<file path="config.mk">
export PLATFORM = sky130hd
export DESIGN_NAME = sdram_burst_seq
export DESIGN_NICKNAME = d
export VERILOG_FILES = /design/src/rtl/sbs_pkg.sv /design/src/rtl/sbs_mode_reg.sv /design/src/rtl/sbs_col_gen.sv /design/src/rtl/sbs_burst_ctl.sv /design/src/rtl/sbs_rd_pipe.sv /design/src/rtl/sdram_burst_seq.sv
export SDC_FILE = /design/constraint.sdc
export NUM_CORES = 1
export LEC_CHECK = 0
export BUFFER_PORTS_ARGS = -buffer_cell sky130_fd_sc_hd__buf_2
export CAP_MARGIN = 20
export CORE_MARGIN = 5
export CORE_UTILIZATION = 57
export CTS_BUF_LIST = sky130_fd_sc_hd__clkbuf_8
export DETAILED_ROUTE_END_ITERATION = 10
export GPL_ROUTABILITY_DRIVEN = 0
export PLACE_DENSITY = 0.83
export SLEW_MARGIN = 20
export SYNTH_ARGS = -nofsm -noshare
export SYNTH_HDL_FRONTEND = slang
export SYNTH_HIERARCHICAL = 1
export SYNTH_SLANG_ARGS = --single-unit
</file>
<file path="constraint.sdc">
create_clock -name clk -period 3.06 [get_ports clk]
set_input_delay 0.612 -clock clk [delete_from_list [all_inputs] [get_ports clk]]
set_output_delay 0.612 -clock clk [all_outputs]
set_load 0.02 [all_outputs]
</file>
<file path="src/rtl/sbs_pkg.sv">
`timescale 1ns/1ps
package sbs_pkg;

    typedef struct packed {
        logic [1:0] len_log;    // log2 of burst length when not full page
        logic       full_page;
        logic       interleave;
        logic [1:0] cas_lat;
        logic       wr_single;
    } mode_t;

    localparam mode_t MODE_RESET = '{
        len_log:    2'd0,
        full_page:  1'b0,
        interleave: 1'b0,
        cas_lat:    2'd2,
        wr_single:  1'b0
    };

endpackage

</file>
<file path="src/rtl/sbs_mode_reg.sv">
`timescale 1ns/1ps
module sbs_mode_reg
    import sbs_pkg::*;
#(
    parameter int ADDR_W = 12
) (
    input  logic              clk,
    input  logic              rst_n,
    input  logic              mrs_i,
    input  logic              busy_i,
    input  logic [ADDR_W-1:0] addr_i,
    output mode_t             mode_o
);
    localparam int BT_BIT = 3;
    localparam int CL_LSB = 4;
    localparam int TM_LSB = 7;
    localparam int WB_BIT = 9;

    mode_t mode_d, mode_q;

    logic [2:0] len_code;
    logic [2:0] cl_code;
    logic [1:0] tm_code;
    logic       len_ok, cl_ok, accept;
    logic [1:0] len_log;
    logic       full_page;

    logic unused_rfu;
    assign unused_rfu = ^addr_i[ADDR_W-1:WB_BIT+1];

    always_comb begin
        len_code  = addr_i[2:0];
        cl_code   = addr_i[CL_LSB+2:CL_LSB];
        tm_code   = addr_i[TM_LSB+1:TM_LSB];
        len_ok    = 1'b1;
        full_page = 1'b0;
        len_log   = 2'd0;
        // length decode
        case (len_code)
            3'b000:  len_log = 2'd0;
            3'b001:  len_log = 2'd1;
            3'b010:  len_log = 2'd2;
            3'b011:  len_log = 2'd3;
            3'b111:  full_page = 1'b1;
            default: len_ok = 1'b0;
        endcase
        cl_ok = (cl_code == 3'b010) || (cl_code == 3'b011);
        // full page only with sequential ordering
        accept = mrs_i && !busy_i && len_ok && cl_ok && (tm_code == 2'b00)
                 && !(full_page && addr_i[BT_BIT]);

        mode_d = mode_q;
        if (accept) begin
            mode_d.len_log    = len_log;
            mode_d.full_page  = full_page;
            mode_d.interleave = addr_i[BT_BIT];
            mode_d.cas_lat    = cl_code[1:0];
            mode_d.wr_single  = addr_i[WB_BIT];
        end
    end

    always_ff @(posedge clk) begin
        if (!rst_n) mode_q <= MODE_RESET;
        else        mode_q <= mode_d;
    end

    assign mode_o = mode_q;


    tm_ignore_chk: assert property (@(posedge clk) disable iff (!rst_n)
        (mrs_i && addr_i[TM_LSB+1:TM_LSB] != 2'b00) |=> $stable(mode_q));


    busy_mrs_chk: assert property (@(posedge clk) disable iff (!rst_n)
        busy_i |=> $stable(mode_q));


    cl_legal_chk: assert property (@(posedge clk) disable iff (!rst_n)
        (mode_q.cas_lat == 2'd2) || (mode_q.cas_lat == 2'd3));

endmodule

</file>
<file path="src/rtl/sbs_col_gen.sv">
`timescale 1ns/1ps
module sbs_col_gen
    import sbs_pkg::*;
#(
    parameter int COL_W = 8
) (
    input  mode_t            mode_i,
    input  logic [COL_W-1:0] start_col_i,
    input  logic [COL_W-1:0] beat_i,
    output logic [COL_W-1:0] col_o,
    output logic [COL_W-1:0] mask_o,
    output logic             last_o
);
    logic [COL_W-1:0] mask;
    logic [COL_W-1:0] offs;

    always_comb begin
        for (int i = 0; i < COL_W; i++) begin
            mask[i] = mode_i.full_page || (i < int'(mode_i.len_log));
        end
        // ordering inside the aligned block
        if (mode_i.interleave) offs = start_col_i ^ beat_i;
        else                   offs = start_col_i + beat_i;
        col_o  = (start_col_i & ~mask) | (offs & mask);
        mask_o = mask;
        // full page never ends by itself
        last_o = !mode_i.full_page && (beat_i == mask);
    end

endmodule

</file>
<file path="src/rtl/sbs_burst_ctl.sv">
`timescale 1ns/1ps
module sbs_burst_ctl #(
    parameter int COL_W = 8
) (
    input  logic             clk,
    input  logic             rst_n,
    input  logic             start_i,
    input  logic             write_i,
    input  logic [COL_W-1:0] col_i,
    input  logic             stop_i,
    input  logic             last_i,
    input  logic             wr_single_i,
    output logic             active_o,
    output logic             write_o,
    output logic [COL_W-1:0] start_col_o,
    output logic [COL_W-1:0] beat_o
);
    typedef struct packed {
        logic             active;
        logic             write;
        logic [COL_W-1:0] start_col;
        logic [COL_W-1:0] beat;
    } st_t;

    st_t st_d, st_q;
    logic finish;

    always_comb begin
        st_d   = st_q;
        finish = stop_i || last_i || (st_q.write && wr_single_i);
        if (st_q.active) begin
            if (finish) st_d.active = 1'b0;
            else        st_d.beat   = st_q.beat + COL_W'(1);
        end else if (start_i) begin
            st_d.active    = 1'b1;
            st_d.write     = write_i;
            st_d.start_col = col_i;
            st_d.beat      = '0;
        end
    end

    always_ff @(posedge clk) begin
        if (!rst_n) st_q <= '0;
        else        st_q <= st_d;
    end

    assign active_o    = st_q.active;
    assign write_o     = st_q.write;
    assign start_col_o = st_q.start_col;
    assign beat_o      = st_q.beat;


    stop_end_chk: assert property (@(posedge clk) disable iff (!rst_n)
        (st_q.active && stop_i) |=> !st_q.active);


    busy_start_chk: assert property (@(posedge clk) disable iff (!rst_n)
        (st_q.active && start_i) |=> ($stable(st_q.start_col) && $stable(st_q.write)));

endmodule

</file>
<file path="src/rtl/sbs_rd_pipe.sv">
`timescale 1ns/1ps
module sbs_rd_pipe #(
    parameter int MAX_CL = 3
) (
    input  logic       clk,
    input  logic       rst_n,
    input  logic       issue_i,
    input  logic       dqm_i,
    input  logic [1:0] cas_lat_i,
    output logic       rd_valid_o,
    output logic       oe_o
);
    localparam int DQM_LAT = 2;

    typedef struct packed {
        logic [MAX_CL-1:0]  vld;
        logic [DQM_LAT-1:0] dqm;
        logic [1:0]         age;
    } pipe_t;

    pipe_t p_d, p_q;

    always_comb begin
        p_d     = p_q;
        p_d.vld = {p_q.vld[MAX_CL-2:0], issue_i};
        p_d.dqm = {p_q.dqm[DQM_LAT-2:0], dqm_i};
        if (p_q.age != 2'd3) p_d.age = p_q.age + 2'd1;
    end

    always_ff @(posedge clk) begin
        if (!rst_n) p_q <= '0;
        else        p_q <= p_d;
    end

    always_comb begin
        rd_valid_o = 1'b0;
        for (int i = 0; i < MAX_CL; i++) begin
            if (int'(cas_lat_i) == i + 1) rd_valid_o = p_q.vld[i];
        end
        oe_o = rd_valid_o && !p_q.dqm[DQM_LAT-1];
    end


    oe_mask_chk: assert property (@(posedge clk) disable iff (!rst_n)
        (p_q.age == 2'd3 && $past(dqm_i, 2)) |-> !oe_o);


    cl2_gap_chk: assert property (@(posedge clk) disable iff (!rst_n)
        (p_q.age == 2'd3 && cas_lat_i == 2'd2 && rd_valid_o) |-> $past(issue_i, 2));


    cl3_gap_chk: assert property (@(posedge clk) disable iff (!rst_n)
        (p_q.age == 2'd3 && cas_lat_i == 2'd3 && rd_valid_o) |-> $past(issue_i, 3));

endmodule

</file>
<file path="src/rtl/sdram_burst_seq.sv">
`timescale 1ns/1ps
module sdram_burst_seq
    import sbs_pkg::*;
#(
    parameter int ADDR_W = 12,
    parameter int COL_W  = 8,
    parameter int MAX_CL = 3
) (
    input  logic              clk,
    input  logic              rst_n,
    input  logic              mrs_i,
    input  logic [ADDR_W-1:0] addr_i,
    input  logic              start_i,
    input  logic              start_write_i,
    input  logic [COL_W-1:0]  start_col_i,
    input  logic              stop_i,
    input  logic              dqm_i,
    output logic [COL_W-1:0]  col_o,
    output logic              col_valid_o,
    output logic              wr_en_o,
    output logic              rd_valid_o,
    output logic              oe_o
);
    mode_t            mode;
    logic             active, cur_write, last;
    logic [COL_W-1:0] start_col, beat, mask;

    sbs_mode_reg #(.ADDR_W(ADDR_W)) u_mode (
        .clk(clk), .rst_n(rst_n), .mrs_i(mrs_i), .busy_i(active),
        .addr_i(addr_i), .mode_o(mode)
    );

    sbs_burst_ctl #(.COL_W(COL_W)) u_ctl (
        .clk(clk), .rst_n(rst_n), .start_i(start_i), .write_i(start_write_i),
        .col_i(start_col_i), .stop_i(stop_i), .last_i(last),
        .wr_single_i(mode.wr_single), .active_o(active), .write_o(cur_write),
        .start_col_o(start_col), .beat_o(beat)
    );

    sbs_col_gen #(.COL_W(COL_W)) u_col (
        .mode_i(mode), .start_col_i(start_col), .beat_i(beat),
        .col_o(col_o), .mask_o(mask), .last_o(last)
    );

    sbs_rd_pipe #(.MAX_CL(MAX_CL)) u_rd (
        .clk(clk), .rst_n(rst_n), .issue_i(active && !cur_write),
        .dqm_i(dqm_i), .cas_lat_i(mode.cas_lat),
        .rd_valid_o(rd_valid_o), .oe_o(oe_o)
    );

    assign col_valid_o = active;
    // write mask has zero latency
    assign wr_en_o     = active && cur_write && !dqm_i;


    wr_single_chk: assert property (@(posedge clk) disable iff (!rst_n)
        (col_valid_o && cur_write && mode.wr_single) |=> !col_valid_o);


    block_align_chk: assert property (@(posedge clk) disable iff (!rst_n)
        (col_valid_o && !mode.full_page) |-> (((col_o ^ start_col) & ~mask) == '0));


    page_step_chk: assert property (@(posedge clk) disable iff (!rst_n)
        (col_valid_o && mode.full_page && !stop_i)
        |=> (col_valid_o && col_o == COL_W'($past(col_o) + COL_W'(1))));

endmodule

</file>
==> results of run 1 <==
-- flip-flops by register name, indices dropped and copies added, names as in the netlist --
register,count
u_ctl/beat_o,8
u_ctl/write_o,1
u_rd/p_q,2
u_mode/mode_o,7
u_rd/p_d,3
u_ctl/active_o,1
u_ctl/start_col_o,8
-- metal layers --
metal / vias up / global-route usage [%]
met5: - / 0
li1: 878 / -
met4: 0 / 9.37
met2: 53 / 33.3
met3: 6 / 5.73
met1: 813 / 28.3
-- cells in the final DEF, fill, tap and decap left out, types with 4 or more instances in the layout --
cell type and instances:
inv_1 11, nand2_1 38, a21oi_1 22, a211oi_2 4
dfxtp_1 28, and2_1 6, nor4_1 5, buf_2 36
xnor2_1 5, nand3_1 4, buf_4 4, o21ai_0 4
nor2_1 12, a31oi_1 4, ha_1 7, mux2i_1 6
clkbuf_8 6, nand2b_1 7
-- worst paths after layout --
| check | slack (ns) | to | depth (start not counted) |
|---|---|---|---|
| worst max-delay path | 0.06 | col_o[6] | 9 |
| worst min-delay path | 0.44 | u_rd/p_q[3]$_SDFF_PN0_ | 1 |
| worst max register to register | 0.86 | u_ctl/beat_o[6]$_SDFFE_PN0P_ | 7 |
| worst min register to register | 0.44 | u_rd/p_q[3]$_SDFF_PN0_ | 1 |
-- through the flow --
stage / hold slack [ns] / area [um2] / std cells / setup TNS (ns)
after CTS: 0.440 / 2150 / 304 / 0
after global routing: 0.485 / 2160 / 305 / -0.0783
after detailed placement: 0.423 / 2050 / 296 / 0
final: 0.437 / 2160 / 305 / 0
after global placement: 0.417 / 2050 / 296 / 0
after floorplan: 0.412 / 1860 / 222 / 0
-- power groups by stage --
stage                     sequential, mW  combinational (mW)  clock (mW)
after global routing               0.414               0.113       0.352
after floorplan                    0.417              0.0684           0
after global placement             0.420              0.0966           0
final                              0.412               0.102       0.328
after detailed placement           0.421              0.0999           0
after CTS                          0.412               0.100       0.334
-- timing repair --
| action | in CTS | in global routing |
|---|---|---|
| resized for setup | 1 | 3 |
| setup buffers | 0 | 1 |
| pin swaps | 0 | 1 |
| endpoints found under the setup margin | 1 | 2 |
-- worst register-to-register path, delay by kind of cell (launching register included) --
family	cells	cell delay [ns]
AOI/OAI and AO/OA	4	0.79
DFF	1	0.46
and+or+nand+nor	3	0.84
-- area by class of cell --
class	instances	share of cell area (%)
multi-input combinational	173	53.9
sequential	30	27.9
timing repair buffer	40	9.73
clock buffer	6	3.82
tap	44	2.55
inverter	10	1.74
clock inverter	2	0.405
==> qor.csv, run 1 <==
stage,metric,value,unit
run_status,status,finished clean,
critical_path,cp.arrival,2.38,ns
cts,cts_tree,built,
routing,wl_met1,2050,um
final_layout,n_antenna_cell,0,
final_layout,multi_input_area,1160,um2
run,maxCapViolations,0,
critical_path,cpPeakStageDelay,0.38,ns
synth,netlist_instances,222,
min_path,worstHoldPathType,flop to flop,
critical_path,worst-path-buf-inv,2,
timing,setup_viol,0,
timing,fin_skew,0.00680,ns
critical_path,endpoint_kind,primary output,
floorplan,die_h,67.1,um
global_routing,grt_max_degree,29,
pwr,clock_power_share,39.0,%
final_layout,drive_gt1_share,26.1,%
routing,drc,0,
routing,dr_wl_met3,304,um
pwr,power_density,390,nW/um2
routing,num_vias,1750,
timing,max_slew_margin,57.3,%
final_layout,finalNetCount,296,
floorplan,die-area,4500,um2
timing,rsz0062_at_grt,true,
critical_path,path_cells,ha_2 -> inv_1 -> fa_1 -> nand2b_1 -> a211oi_2 -> a31oi_1 -> xnor2_1 -> mux2_2 -> buf_2,
critical_path,crit_required,2.45,ns
final_layout,seq_area,603,um2
cts,cts.sinks,30,
pwr,power,843,uW
critical_path,crit_slowest_cell,fa_1,
critical_path,startpoint,u_ctl/beat_o[0]$_SDFFE_PN0P_,
pwr,sequentialPowerShare,49.0,%
final_layout,final_util,70.2,%
global_routing,grt_pass1_vias,1619,
floorplan,core_area,3080,um2
synth,syn_nets,258,
final_layout,syn_to_final_growth,16.5,%
floorplan,initial_utilization,60.3,%
routing,viasPerCell,5.74,
critical_path,start_kind,flop,
cts,hold_buffers,0,
floorplan,ios,39,
min_path,min_from,u_rd/p_d[3]$_SDFF_PN0_,
timing,fmax,0.334,GHz
timing,period_needed,3.00,ns
timing,drv_slew,0,
routing,wl_met2,2030,um
routing,wl_per_cell,14.6,um
pwr,p_sw,222,uW
placed_design,post-dp-hpwl,3110,um
timing,tightest_slew,0.640,ns
timing,period_share,97.9,%
floorplan,die_w,67.1,um
critical_path,cp_max_fo,3,
critical_path,critPathTopFamily,adder cells,
pwr,peakVddDrop,308,uV
cts,ctsRootBufferMaster,clkbuf_8,
global_routing,grt_use_total,21.7,%
pwr,swShare,26.4,%
routing,wl,4460,um
timing,worst_slack,0.0646,ns
cts,cts_inserted_buffers,5,
floorplan,num_rows,20,
global_routing,grt_pass1_wl,7290,um
synth,yosysWarnings,6,
routing,drt_iter0_drc,93,
critical_path,regToRegStartpoint,u_mode/mode_o[4]$_SDFFE_PN0P_,
routing,antenna_left,0,
final_layout,fillerInstances,257,
cts,path_clk_slew,0.06,ns
global_routing,antenna_found_initial,0,
routing,drtPass1Iterations,5,
critical_path,path_class,flop to primary output,
routing,routed.top_layer,met4,
placed_design,pre_cts_ws,0.261,ns
cts,insertion_delay,0.29,ns
pwr,power.internal,620,uW
cts,h-tree-depth,2,
pwr,comb_power_share,12.1,%
cts,cts_max_path_buffers,2,
timing,final_hold_viol_count,0,
synth,synthesis.area,1860,um2
pwr,p_leak,0.937,nW
placed_design,io_buffers,36,
global_routing,grt_overflow,0,
synth,avgSynthCellArea,8.36,um2
(Power assumes the default switching activity.)
==> inputs of run 2 (changes only) <==
CORE_MARGIN = not set   (was 5)
CTS_BUF_LIST = sky130_fd_sc_hd__clkbuf_4 sky130_fd_sc_hd__clkbuf_8   (was sky130_fd_sc_hd__clkbuf_8)
==> run 2 against run 1 <==
  * Final cell count stayed put
  * Power is 3.3% lower
  * Setup slack worse by 0.0075 ns
  * Clock power is 7.9% lower
  * Non-clock buffer count stayed put
  * Combinational power hardly changed
  * Largest power group unchanged
==> qor.csv, run 2 (same netlist as run 1, synthesis figures left out) <==
stage,metric,value,unit,change
cts,insertion_delay,0.34,ns,+0.05 ns
min_path,min_from,u_rd/p_d[3]$_SDFF_PN0_,,
timing,tightest_slew,0.644,ns,+0.00397 ns
timing,final_hold_viol_count,0,,unchanged
global_routing,grt_use_total,27.0,%,+5.3 points
critical_path,crit_slowest_cell,dfxtp_4,,
final_layout,n_antenna_cell,0,,unchanged
routing,num_vias,1723,,-1.5%
cts,cts_inserted_buffers,5,,unchanged
placed_design,post-dp-hpwl,2950,um,-5.0%
critical_path,path_class,flop to primary output,,
critical_path,cp_max_fo,3,,unchanged
final_layout,finalNetCount,296,,unchanged
placed_design,pre_cts_ws,0.231,ns,-0.0296 ns
critical_path,worst-path-buf-inv,2,,unchanged
pwr,power_density,377,nW/um2,-3.4%
timing,period_share,98.1,%,+0.25 points
timing,worst_slack,0.0571,ns,-0.00750 ns
floorplan,core_area,3080,um2,unchanged
routing,drtPass1Iterations,4,,-1
routing,drt_iter0_drc,82,,-12%
timing,fmax,0.333,GHz,-0.25%
floorplan,die-area,3490,um2,-22%
cts,cts_tree,built,,
global_routing,grt_overflow,0,,unchanged
final_layout,final_cell_mix,"nand2_1, buf_2, dfxtp_1",,
placed_design,io_buffers,36,,unchanged
cts,cts.sinks,30,,unchanged
global_routing,antenna_found_initial,0,,unchanged
timing,drv_slew,0,,unchanged
cts,cts_max_path_buffers,2,,unchanged
placed_design,post_dp_cell_area,2050,um2,unchanged
pwr,peakVddDrop,310,uV,+0.70%
timing,period_needed,3.00,ns,+0.00750 ns
routing,antenna_left,0,,unchanged
final_layout,final_common_cell,nand2_1,,
timing,setup_viol,0,,unchanged
critical_path,start_kind,flop,,
timing,tns,0,ns,unchanged
critical_path,regToRegStartpoint,u_mode/mode_o[4]$_SDFFE_PN0P_,,
critical_path,cpPeakStageDelay,0.38,ns,about the same
cts,h-tree-depth,2,,unchanged
critical_path,endpoint_kind,primary output,,
cts,path_clk_slew,0.09,ns,+0.03 ns
global_routing,grt_pass1_wl,6890,um,-5.5%
critical_path,cp.arrival,2.39,ns,about the same
routing,wl_per_cell,13.8,um,-5.8%
cts,ctsRootBufferMaster,clkbuf_4,,
floorplan,ios,39,,unchanged
routing,drc,0,,unchanged
run,maxCapViolations,0,,unchanged
floorplan,initial_utilization,60.3,%,unchanged
floorplan,die_w,59.1,um,-12%
floorplan,num_rows,20,,unchanged
timing,whs,0.441,ns,+0.00356 ns
global_routing,grt_max_degree,29,,unchanged
critical_path,critPathTopFamily,adder cells,,
critical_path,path_cells,ha_4 -> inv_1 -> fa_1 -> nand2b_1 -> a211oi_2 -> a31oi_1 -> xnor2_1 -> mux2_2 -> buf_2,,
floorplan,die_h,59.1,um,-12%
routing,viasPerCell,5.65,,-1.5%
final_layout,fillerInstances,273,,+6.2%
critical_path,crit_required,2.45,ns,about the same
routing,wl,4200,um,-5.8%
run_status,status,finished clean,,
min_path,worstHoldPathType,flop to flop,,
critical_path,startpoint,u_ctl/start_col_o[0]$_SDFFE_PN0P_,,
final_layout,syn_to_final_growth,16.6,%,
final_layout,drive_gt1_share,27.2,%,+1.1 points
pwr,p_leak,0.931,nW,-0.65%
global_routing,grt_pass1_vias,1528,,-5.6%
cts,hold_buffers,0,,unchanged
timing,max_slew_margin,57.1,%,-0.27 points
timing,rsz0062_at_grt,true,,
final_layout,fin_area,2160,um2,+0.12%
timing,fin_skew,0.0117,ns,+0.00492 ns
## run 2: routing by layer
layer / vias up / GRT usage (%) / share of wire (%)
met1: 806 / 34.3 / 48
li1: 871 / - / -
met5: - / 0 / 0
met4: 0 / 11.2 / 1.7
met3: 6 / 7.21 / 3.7
met2: 40 / 43.3 / 47
## run 2: final cells by class
cell class	count	area [um2]	area share [%]
Timing Repair Buffer	40	210	9.72
Sequential cell	30	608	28.1
Inverter	10	37.5	1.74
Clock buffer	8	78.8	3.64
Multi-Input combinational cell	173	1170	54.3
Tap cell	44	55.1	2.54
## run 2: final timing paths
kind,endpoint,slack [ns],cells past startpoint
max,col_o[6],0.06,9
min,u_rd/p_q[3]$_SDFF_PN0_,0.44,1
max reg2reg,u_ctl/beat_o[6]$_SDFFE_PN0P_,0.87,7
min reg2reg,u_rd/p_q[3]$_SDFF_PN0_,0.44,1
## run 2: stage by stage
stage	power, mW	utilization (%)	std cells
2_1_floorplan	0.486	-	222
3_3_place_gp	0.516	66.7	296
3_5_place_dp	0.520	66.7	296
4_1_cts	0.821	70.1	305
5_1_grt	0.856	70.3	305
6_report	0.815	70.3	305
## run 2: where the power goes
part           total [mW]  leakage, nW  internal [mW]  switching (mW)
Combinational       0.101        0.640         0.0412          0.0599
Sequential          0.412        0.246          0.401          0.0110
Clock               0.302       0.0446          0.157           0.146
Total               0.815        0.931          0.599           0.216
## run 2: repair_timing
item	4_1_cts	5_1_grt
endpoints found under the setup margin	1	2
cloned	0	0
gates resized for setup	5	4
pin swaps	2	1
setup buffers	1	0
==> inputs of run 3 (changes only) <==
CORE_ASPECT_RATIO = 0.6   (was not set)
==> run 3 against run 2 <==
  * Global-route usage increased by 1.7 points
  * Clock skew decreased by 0.0044 ns
  * Maximum frequency decreased by 1.4%
  * Die area increased by 0.22%
  * Critical endpoint is now col_o[7]
  * Largest power group unchanged
  * Highest routed layer unchanged
==> qor.csv, run 3 (same netlist as run 1, synthesis figures left out) <==
stage,metric,value,unit,change
run_status,status,finished clean,,
placed_design,io_buffers,36,,unchanged
run,maxCapViolations,0,,unchanged
critical_path,cp.arrival,2.43,ns,+0.04 ns
critical_path,critPathTopFamily,simple AND/OR/NAND/NOR gates,,
timing,drv_slew,0,,unchanged
cts,path_clk_slew,0.06,ns,-0.03 ns
cts,ctsRootBufferMaster,clkbuf_8,,
min_path,worstHoldPathType,flop to flop,,
routing,viasPerCell,5.89,,+4.3%
routing,wl_per_cell,14.8,um,+7.7%
timing,tns,0,ns,unchanged
final_layout,n_antenna_cell,0,,unchanged
placed_design,post-place-cells,294,,-0.68%
global_routing,grt_use_total,28.7,%,+1.7 points
critical_path,cp_max_fo,9,,+6
routing,wl,4490,um,+7.0%
timing,tightest_slew,0.685,ns,+0.0411 ns
pwr,peakVddDrop,461,uV,+48%
final_layout,syn_to_final_growth,17.5,%,
final_layout,drive_gt1_share,27.6,%,+0.38 points
routing,num_vias,1785,,+3.6%
cts,insertion_delay,0.28,ns,-0.06 ns
pwr,clock_power_share,40.0,%,+2.9 points
timing,rsz0062_at_grt,false,,
pwr,sequentialPowerShare,48.1,%,-2.4 points
routing,drt_iter0_drc,174,,+110%
cts,cts_tree,built,,
timing,max_slew_margin,54.3,%,-2.7 points
cts,cts_inserted_buffers,5,,unchanged
critical_path,start_kind,flop,,
final_layout,final_common_cell,nand2_1,,
timing,final_hold_viol_count,0,,unchanged
critical_path,worst-path-buf-inv,1,,-1
global_routing,grt_overflow,0,,unchanged
pwr,swShare,26.2,%,-0.33 points
floorplan,die_w,75.7,um,+28%
global_routing,antenna_found_initial,0,,unchanged
pwr,p_sw,225,uW,+3.9%
routing,drtPass1Iterations,5,,+1
cts,cts_max_path_buffers,2,,unchanged
final_layout,finalNetCount,296,,unchanged
routing,drc,0,,unchanged
critical_path,path_cells,ha_1 -> o21ai_0 -> nor4_1 -> or4_4 -> a31oi_1 -> a41o_2 -> buf_2,,
floorplan,die_h,46.2,um,-22%
pwr,p_leak,0.939,nW,+0.87%
global_routing,grt_pass1_wl,7190,um,+4.4%
floorplan,num_rows,15,,-25%
global_routing,grt_max_degree,29,,unchanged
cts,hold_buffers,0,,unchanged
pwr,power_density,393,nW/um2,+4.4%
pwr,comb_power_share,11.9,%,-0.5 points
cts,h-tree-depth,2,,unchanged
floorplan,die-area,3500,um2,+0.22%
placed_design,pre_cts_ws,0.269,ns,+0.0371 ns
floorplan,ios,39,,unchanged
critical_path,path_class,flop to primary output,,
pwr,power.internal,632,uW,+5.6%
final_layout,final_cell_mix,"nand2_1, buf_2, dfxtp_1",,
timing,fin_skew,0.00735,ns,-0.00437 ns
timing,worst_slack,0.0150,ns,-0.0420 ns
critical_path,cpPeakStageDelay,0.53,ns,+0.15 ns
routing,antenna_left,0,,unchanged
final_layout,layout.cells.non_filler,303,,-0.66%
timing,fmax,0.328,GHz,-1.4%
floorplan,initial_utilization,62.2,%,+1.9 points
critical_path,endpoint_kind,primary output,,
floorplan,core_area,2980,um2,-3.0%
timing,setup_viol,0,,unchanged
global_routing,grt_pass1_vias,1516,,-0.79%
timing,period_share,99.5,%,+1.4 points
cts,cts.sinks,30,,unchanged
timing,period_needed,3.04,ns,+0.0420 ns
critical_path,crit_slowest_cell,or4_4,,
critical_path,crit_required,2.45,ns,about the same
placed_design,post-dp-hpwl,3170,um,+7.3%
run 3: routing by layer:
metal | vias up | share of wire, % | routed length, um | GRT usage, %
met2 | 82 | 42 | 1910 | 40.0
met5 | - | 0 | 0 | 0
met3 | 7 | 7.8 | 350 | 7.44
met4 | 0 | 0.98 | 44 | 10.4
met1 | 822 | 49 | 2190 | 42.1
li1 | 874 | - | - | -
run 3: path summary, 6_finish.rpt:
path | startpoint | endpoint | slack (ns) | cells after the start
worst max-delay path | u_ctl/beat_o[2]$_SDFFE_PN0P_ | col_o[7] | 0.02 | 7
worst min register to register | u_rd/p_d[3]$_SDFF_PN0_ | u_rd/p_q[3]$_SDFF_PN0_ | 0.43 | 1
worst max register to register | u_mode/mode_o[4]$_SDFFE_PN0P_ | u_ctl/beat_o[6]$_SDFFE_PN0P_ | 0.84 | 7
worst min-delay path | u_rd/p_d[3]$_SDFF_PN0_ | u_rd/p_q[3]$_SDFF_PN0_ | 0.43 | 1
run 3: area by class of cell:
cell class              instances  area (um2)
repair buffers                 40         210
flip-flops and latches         30         608
well taps                      42        52.6
fillers                       230         805
clock inverters                 1        5.00
multi-input cells             173        1180
inverters                      10        37.5
clock buffers                   7        90.1
run 3: timing repair:
item,4_1_cts,5_1_grt
pin swaps,0,2
endpoints found under the setup margin,2,2
hold endpoints to repair,0,0
gates resized for setup,2,7
setup buffers,0,1
run 3: power by group through the flow:
stage	clock network (mW)	registers [mW]	logic [mW]
2_1_floorplan	0	0.417	0.0684
3_3_place_gp	0	0.420	0.0973
3_5_place_dp	0	0.421	0.100
4_1_cts	0.343	0.412	0.101
5_1_grt	0.366	0.414	0.113
6_report	0.343	0.412	0.102
run 3: through the flow:
stage | hold WS, ns | power, mW | util (%) | cell area, um2
after CTS | 0.435 | 0.856 | 72.1 | 2150
final | 0.432 | 0.857 | 73.0 | 2180
after detailed placement | 0.421 | 0.521 | 68.7 | 2050
after global routing | 0.456 | 0.894 | 73.0 | 2180
after floorplan | 0.412 | 0.486 | - | 1860
after global placement | 0.418 | 0.518 | 68.7 | 2050
